### src/rtl/rju_pkg.sv
package rju_pkg;
  localparam logic [5:0] OP_XJAL   = 6'b011101;
  localparam logic [5:0] OP_SPEC   = 6'b000000;
  localparam logic [5:0] FN_JR     = 6'b001000;
  localparam logic [5:0] FN_JALR   = 6'b001001;
  localparam logic [5:0] OP_CT_LO  = 6'd1;
  localparam logic [5:0] OP_CT_HI  = 6'd7;

  function automatic logic is_ctl(input logic [5:0] op, input logic [5:0] fn);
    return ((op >= OP_CT_LO) && (op <= OP_CT_HI)) || (op == OP_XJAL) ||
           ((op == OP_SPEC) && ((fn == FN_JR) || (fn == FN_JALR)));
  endfunction
endpackage

### src/rtl/rju_decode.sv
module rju_decode #(
  parameter int NCX = 2
) (
  input  logic [5:0]     op,
  input  logic [5:0]     fn,
  input  logic [NCX-1:0] cx_present,
  output logic           hit,
  output logic           ctl,
  output logic           unsupported
);
  import rju_pkg::*;

  always_comb begin
    hit         = (op == OP_XJAL);
    ctl         = is_ctl(op, fn);
    unsupported = ~(|cx_present);
  end
endmodule

### src/rtl/rju_target.sv
module rju_target #(
  parameter int XLEN        = 32,
  parameter int REGION_BITS = 28
) (
  input  logic [XLEN-1:0]          pc,
  input  logic [REGION_BITS-3:0]   idx,
  input  logic                     mode,
  output logic [XLEN-1:0]          target,
  output logic [XLEN-1:0]          link
);
  localparam int STEP = 4;
  logic [XLEN-1:0] ds_pc;
  logic [XLEN-1:0] ret_pc;

  always_comb begin
    ds_pc  = pc + XLEN'(STEP);
    ret_pc = pc + XLEN'(2 * STEP);
    target = {ds_pc[XLEN-1:REGION_BITS], idx, 2'b00};
    link   = {ret_pc[XLEN-1:1], mode};
  end
endmodule

### src/rtl/rju_seq.sv
module rju_seq #(
  parameter int XLEN = 32
) (
  input  logic            clk,
  input  logic            rst,
  input  logic            valid,
  input  logic            hit,
  input  logic            ctl,
  input  logic            unsupported,
  input  logic [XLEN-1:0] target,
  input  logic [XLEN-1:0] link,
  input  logic            mode,
  output logic            link_we,
  output logic [XLEN-1:0] link_data,
  output logic            pend_q,
  output logic            redir_v,
  output logic [XLEN-1:0] redir_tgt,
  output logic            redir_mode,
  output logic            exc_ri,
  output logic            ds_cti
);
  logic [XLEN-1:0] tgt_q;
  logic            mode_q;

  always_ff @(posedge clk) begin
    if (rst) begin
      link_we    <= 1'b0;
      link_data  <= '0;
      pend_q     <= 1'b0;
      redir_v    <= 1'b0;
      redir_tgt  <= '0;
      redir_mode <= 1'b0;
      exc_ri     <= 1'b0;
      ds_cti     <= 1'b0;
      tgt_q      <= '0;
      mode_q     <= 1'b0;
    end else begin
      link_we <= 1'b0;
      redir_v <= 1'b0;
      exc_ri  <= 1'b0;
      ds_cti  <= 1'b0;
      if (valid) begin
        if (pend_q) begin
          pend_q     <= 1'b0;
          redir_v    <= 1'b1;
          redir_tgt  <= tgt_q;
          redir_mode <= mode_q;
          ds_cti     <= ctl;
        end else if (hit) begin
          if (unsupported) begin
            exc_ri <= 1'b1;
            tgt_q  <= '0;
            mode_q <= 1'b0;
          end else begin
            link_we   <= 1'b1;
            link_data <= link;
            pend_q    <= 1'b1;
            tgt_q     <= target;
            mode_q    <= ~mode;
          end
        end
      end
    end
  end


  redir_after_pend_chk: assert property (@(posedge clk) disable iff (rst)
    redir_v |-> $past(pend_q));

  stall_holds_chk: assert property (@(posedge clk) disable iff (rst)
    !valid |=> ($stable(pend_q) && !redir_v));

  exc_no_link_chk: assert property (@(posedge clk) disable iff (rst)
    exc_ri |-> (!link_we && !pend_q));

  link_sets_pend_chk: assert property (@(posedge clk) disable iff (rst)
    link_we |-> pend_q);

  cti_with_redir_chk: assert property (@(posedge clk) disable iff (rst)
    ds_cti |-> (redir_v && !link_we));

  redir_aligned_chk: assert property (@(posedge clk) disable iff (rst)
    redir_v |-> (redir_tgt[1:0] == 2'b00));
endmodule

### src/rtl/region_jump_unit.sv
module region_jump_unit #(
  parameter int XLEN        = 32,
  parameter int REGION_BITS = 28,
  parameter int NCX         = 2,
  parameter int RIDX_W      = 5,
  parameter int LINK_REG    = 31
) (
  input  logic              clk,
  input  logic              rst,
  input  logic              instr_valid,
  input  logic [31:0]       instr,
  input  logic [XLEN-1:0]   pc,
  input  logic              isa_mode,
  input  logic [NCX-1:0]    cx_present,
  output logic              link_we,
  output logic [RIDX_W-1:0] link_idx,
  output logic [XLEN-1:0]   link_data,
  output logic              pending,
  output logic              redirect_valid,
  output logic [XLEN-1:0]   redirect_target,
  output logic              redirect_mode,
  output logic              exc_ri,
  output logic              ds_cti
);
  localparam int IDX_W = REGION_BITS - 2;

  logic            hit, ctl, unsupported;
  logic [XLEN-1:0] target, link;

  rju_decode #(.NCX(NCX)) u_dec (
    .op          (instr[31:26]),
    .fn          (instr[5:0]),
    .cx_present  (cx_present),
    .hit         (hit),
    .ctl         (ctl),
    .unsupported (unsupported)
  );

  rju_target #(.XLEN(XLEN), .REGION_BITS(REGION_BITS)) u_tgt (
    .pc     (pc),
    .idx    (instr[IDX_W-1:0]),
    .mode   (isa_mode),
    .target (target),
    .link   (link)
  );

  rju_seq #(.XLEN(XLEN)) u_seq (
    .clk         (clk),
    .rst         (rst),
    .valid       (instr_valid),
    .hit         (hit),
    .ctl         (ctl),
    .unsupported (unsupported),
    .target      (target),
    .link        (link),
    .mode        (isa_mode),
    .link_we     (link_we),
    .link_data   (link_data),
    .pend_q      (pending),
    .redir_v     (redirect_valid),
    .redir_tgt   (redirect_target),
    .redir_mode  (redirect_mode),
    .exc_ri      (exc_ri),
    .ds_cti      (ds_cti)
  );

  assign link_idx = RIDX_W'(LINK_REG);


  reset_quiet_chk: assert property (@(posedge clk)
    $past(rst) |-> (!link_we && !pending && !redirect_valid && !exc_ri && !ds_cti));

  nonjump_quiet_chk: assert property (@(posedge clk) disable iff (rst)
    (instr_valid && !pending && !hit) |=> (!link_we && !exc_ri && !pending));
endmodule

### config.mk
export PLATFORM = sky130hd
export DESIGN_NAME = region_jump_unit
export DESIGN_NICKNAME = d
export VERILOG_FILES = /design/src/rtl/rju_pkg.sv /design/src/rtl/rju_decode.sv /design/src/rtl/rju_target.sv /design/src/rtl/rju_seq.sv /design/src/rtl/region_jump_unit.sv
export SDC_FILE = /design/constraint.sdc
export NUM_CORES = 1
export LEC_CHECK = 0
export ABC_AREA = 1
export CORE_MARGIN = 1.5
export CORE_UTILIZATION = 40
export DETAILED_ROUTE_END_ITERATION = 8
export DONT_BUFFER_PORTS = 1
export SLEW_MARGIN = 10
export SYNTH_ARGS = -nofsm -noshare
export SYNTH_HDL_FRONTEND = slang
export SYNTH_SLANG_ARGS = --single-unit
export TNS_END_PERCENT = 50
### constraint.sdc
create_clock -name clk -period 1.18 [get_ports clk]
set_input_delay 0.118 -clock clk [delete_from_list [all_inputs] [get_ports clk]]
set_output_delay 0.118 -clock clk [all_outputs]
set_load 0.02 [all_outputs]
# Word-level counts from Yosys, hierarchy flattened
# Index checks and enable logic that the tools add are counted.
# op_classes
n_addsub	2
magnitude_cmp	2
n_eq_ne	3
muxes	7
bitwise_logic	4
n_reduce_logical	13
# op_table
op	n
32-bit by 3-bit adder with 32-bit output (second input constant)	1
32-bit by 4-bit adder with 32-bit output (second input constant)	1
32-bit two-way mux	1
6-bit by 4-bit == test with 1-bit output (second input constant)	2
6-bit by 5-bit == test with 1-bit output (second input constant)	1
6-bit by 1-bit greater-or-equal comparator with 1-bit output (second input constant)	1
6-bit by 3-bit <= comparator with 1-bit output (second input constant)	1
6-bit zero test	1
1-bit two-way mux	6
1-bit NOT	4
4-bit AND reduction	1
2-bit OR reduction	2
4-bit OR reduction	1
1-bit logical OR	3
3-bit AND reduction	1
3-bit OR reduction	1
1-bit logical AND	2
2-bit AND reduction	1
# totals
reg_bits	103
out_inout_bits	75
wordCells	41

# Longest topological paths before layout
# logic_depth
ltp_word	4
depth_mapped	10
depth_no_buf	10

# By module
# From an unflattened synthesis, not the netlist that was laid out.
# unflattened
hier_cells	773
area_unflattened_um2	5215.0
# by_module_without_submodules
module	instances	cells_per_inst	area_each_um2	seq_area_each_um2
rju_seq	1	521	3945.0	2062.0
rju_target	1	227	1148.6	0.0
rju_decode	1	19	80.1	0.0
region_jump_unit	1	6	41.3	0.0

# Worst setup path before layout
# Ideal clock, no wire load.
# synth_path
path_type	reg-to-reg
startpoint	reg u_seq.pend_q
endpoint	reg u_seq.link_data[31]
setup_time_ns	0.123
arrival_time_ns	1.249
t_required_ns	1.057
path_slack_ns	-0.192
stages_incl_launch_ff	7
synth_period_minus_slack_ns	1.372
path_cell_list	dfxtp_1 -> nor2_1 -> nand3_2 -> nor2_4 -> buf_4 -> buf_4 -> a31oi_1
# synth_via
elab_chain_len	2
# synth_rtl
element	line	text
from (decl)	rju_seq.sv:15	output logic pend_q,
from (signal assigned)	rju_seq.sv:29	pend_q <= 1'b0;
from (signal assigned)	rju_seq.sv:44	pend_q <= 1'b0;
from (signal assigned)	rju_seq.sv:57	pend_q <= 1'b1;
1-bit NOT (no line)	-	
4-bit AND reduction (no line)	-	
to (signal assigned)	rju_seq.sv:56	link_data <= link;
to (decl)	rju_seq.sv:14	output logic [XLEN-1:0] link_data,
# Every way passes these cells.
# A chain may end at the register's enable or synchronous reset.

# Worst setup path in the final report
# layout_path
startpoint	reg u_seq.pend_q
endpoint	reg u_seq.link_data[30]
# Same word-level chain as after synthesis.

==> reports/metrics.yaml <==
power_and_ir_drop:
  power_density_nw_per_um2: 1070
  max-vdd-ir-drop_mv: 0.559
  seqPwrFrac_pct: 53.5
  pwr-share-clk_pct: 37.8
  leakage_nw: 2.44
  power_switching_share_pct: 24.5
  switching_power_mw: 1.54
  power_frac_comb_pct: 8.7
  intPower_mw: 4.75
worst_setup_path:
  cp-start-kind: "flop"
  cp_top_family: "simple AND/OR/NAND/NOR gates"
  crit_path_end_kind: "flop"
  cp_num_cells: 8
  reg2reg_to: "u_seq.link_data[30]$_SDFFE_PP0P_"
  cp_cell_sequence: "nor2_4, nand3_4, nor2_4, buf_12, buf_6, nand3_2, o211ai_1, inv_1"
  max_stage_delay_ns: 0.36
  cp_common_cell: "nor2_4"
  r2r_setup_slack_ns: -0.17
  critPathBufInv: 3
  rr_startpoint: "u_seq.pend_q$_SDFFE_PP0P_"
  cp.required_ns: 1.45
  cp_max_fo: 14
  r2r.worst_path.cells: 8
  worstPathArrival_ns: 1.63
  worstSetupPathType: "flop to flop"
  slowest_stage: "dfxtp_4"
clock_tree:
  cts_tree: "yes"
  cts_made_buffers: 9
  path_clk_slew_ns: 0.10
  cts-root-buf: "clkbuf_8"
  cts.sinks: 99
  clkLatencyLatePin_ns: 0.38
  clock_path_buffers: 2
  htreeDepth: 3
sta:
  fin_crit_ns: 1.35
  drv_slew: 0
  finalSetupViolations: 54
  fmax_mhz: 739
  hold_viol: 0
  worst_slack_ns: -0.173
  finalCritPeriodShare_pct: 115
  finalClockSkew_ns: 0.00718
  rsz0062_at_grt: "true"
min_path:
  hold_end: "u_seq.link_data[18]$_SDFFE_PP0P_"
  worstHoldPathType: "primary input to flop"
  hp-start: "pc[18]"
  hold_depth: 4
place:
  place_congestion: 0.911
  hpwl_um: 9100
  dpl.cell_count: 804
  port_buffers: 0
  dp_slack_ns: -0.154
  placed_area_um2: 4990
yosys:
  synthCells: 628
  synth.distinct_cells: 28
  async_flop_share_pct: 0
  syn_area_um2: 4380
  ys_ff_latch: 99
  synth_edf_count: 0
  ys_warn_count: 0
  ys.flop_type: "dfxtp_1"
  synth_seq_area_share_pct: 45.2
  syn_area_per_cell_um2: 6.98
flow_run:
  drv_cap: 0
drt:
  dr.pass1.iters: 4
  drt_wl_total_um: 13300
  ant_nets: 0
  via_per_inst: 4.91
  drt_iter0_markers: 259
  vias: 4346
  drc_errors: 0
  wl_per_cell_um: 15.0
die:
  dieArea_um2: 11600
  die_h_um: 108
  io_pins: 145
  start_util_pct: 40.8
  die_w_um: 108
  core_um2: 10700
  rows: 38
outcome:
  violations: "negative setup slack"
  status: "finished, violations left"
cells_and_area:
  n_antenna_cell: 0
  area_growth_pct: 34.6
  fin_nets: 812
  final_cell_area_um2: 5900
  layoutNonFillerInstCount: 886
  drive_above_1_share_pct: 14.1
global_routing:
  gr-total-overflow: 0
  track_usage_pct: 23.4
  antenna_found_initial: 0
  grt_pass1_vias: 4279
  grt_pass1_wl_um: 20900
  grt_start_max_net_pins: 42
## tightest hold or removal path: cells and delay by family
kind | cells | cell delay [ns]
buffers and inverters | 1 | 0.03
and+or+nand+nor | 3 | 0.22
## cells in the final DEF, fill, tap and decap left out, types with 3 or more instances in the layout
cell type / Yosys / final
clkbuf_8: 0 / 9
o211ai_1: 3 / 3
nand3_2: 1 / 5
nand2_1: 147 / 146
xnor2_1: 6 / 6
buf_4: 9 / 62
nor2_4: 2 / 3
xor2_1: 13 / 13
dlygate4sd3_1: 0 / 63
o21ai_1: 5 / 6
nor3_1: 6 / 6
inv_1: 41 / 40
buf_12: 0 / 5
o21ai_0: 51 / 50
buf_6: 0 / 3
conb_1: 2 / 7
nand3_1: 27 / 22
nor2_1: 124 / 121
dfxtp_1: 99 / 98
nor2_2: 2 / 4
nand4_1: 3 / 3
o21a_1: 8 / 8
a21oi_1: 43 / 42
## through the flow
stage	hold WS (ns)	TNS, ns	total power, mW	util [%]
2_1_floorplan	0.208	-2.12	3.70	-
3_3_place_gp	0.191	-4.39	3.76	46.4
3_5_place_dp	0.192	-5.43	3.76	46.4
4_1_cts	0.0164	-6.41	6.33	54.7
5_1_grt	0.0521	-11.77	6.53	54.9
6_report	0.0272	-5.93	6.29	54.9
## cells by family after synthesis
family	share of synthesized area (%)
AOI/OAI and AO/OA	13.3
and+or+nand+nor	29.5
adders and majority gates	0.285
buffers and inverters	7.68
other	0.171
xor gates and xnor gates	3.80
DFF	45.2
## power by group through the flow
stage,clock network (mW),registers [mW],logic (mW)
2_1_floorplan,0,3.44,0.255
3_5_place_dp,0,3.44,0.324
5_1_grt,2.57,3.36,0.600
6_report,2.38,3.36,0.548
4_1_cts,2.43,3.36,0.541
3_3_place_gp,0,3.44,0.323
## Yosys cell counts (5+ instances only)
cell        n  area [µm²]
o21ai_1     5        25.0
nor3_1      6        30.0
xor2_1     13         114
o21a_1      8        60.1
a21oi_1    43         215
nand2_1   147         552
o21ai_0    51         255
buf_2       8        40.0
clkbuf_1   19        71.3
inv_1      41         154
buf_4       9        67.6
xnor2_1     6        52.6
dfxtp_1    99        1980
nor2_1    124         465
nand3_1    27         135
## area by class of cell
cell class,instances,area (µm²)
Multi-Input combinational cell,456,2140
Tap cell,140,175
Fill cell,1067,4840
Sequential cell,99,1990
Clock buffer,12,156
Inverter,42,158
Timing Repair Buffer,133,1230
Clock inverter,4,56.3
## timing repair
action	4_1_cts	5_1_grt
gates resized for setup	6	4
endpoints found under the hold margin	66	0
endpoints found under the setup margin	90	92
buffers inserted	1	1
hold buffers	64	0
## flip-flops by register name, summed over array words and instances (netlist names)
name,count
u_seq.ds_cti,1
u_seq.exc_ri,1
u_seq.link_data,32
u_seq.link_we,1
u_seq.mode_q,1
u_seq.pend_q,1
u_seq.redir_mode,1
u_seq.redir_tgt,30
u_seq.redir_v,1
u_seq.tgt_q,30
## worst max path at each step
| stage | slack (ns) | start | endpoint |
|---|---|---|---|
| 3_3_place_gp | -0.13 | instr[30] | u_seq.link_data[25]$_SDFFE_PP0P_ |
| 4_1_cts | -0.18 | u_seq.pend_q$_SDFFE_PP0P_ | u_seq.link_data[29]$_SDFFE_PP0P_ |
| 2_1_floorplan | -0.06 | u_seq.pend_q$_SDFFE_PP0P_ | u_seq.link_data[25]$_SDFFE_PP0P_ |
| 3_5_place_dp | -0.15 | pc[3] | u_seq.link_data[15]$_SDFFE_PP0P_ |
| 5_1_grt | -0.25 | u_seq.pend_q$_SDFFE_PP0P_ | u_seq.link_data[10]$_SDFFE_PP0P_ |
| 6_report | -0.17 | u_seq.pend_q$_SDFFE_PP0P_ | u_seq.link_data[30]$_SDFFE_PP0P_ |
## per-layer routing
| metal | GRT usage (%) | vias to the layer above | routed length [µm] |
|---|---|---|---|
| met5 | 0 | - | 0 |
| met4 | 8.46 | 0 | 182 |
| met3 | 7.51 | 15 | 1100 |
| met2 | 41.5 | 138 | 6490 |
| met1 | 26.0 | 1983 | 5510 |
| li1 | - | 2210 | - |
Power figures use the tool's default switching activity.
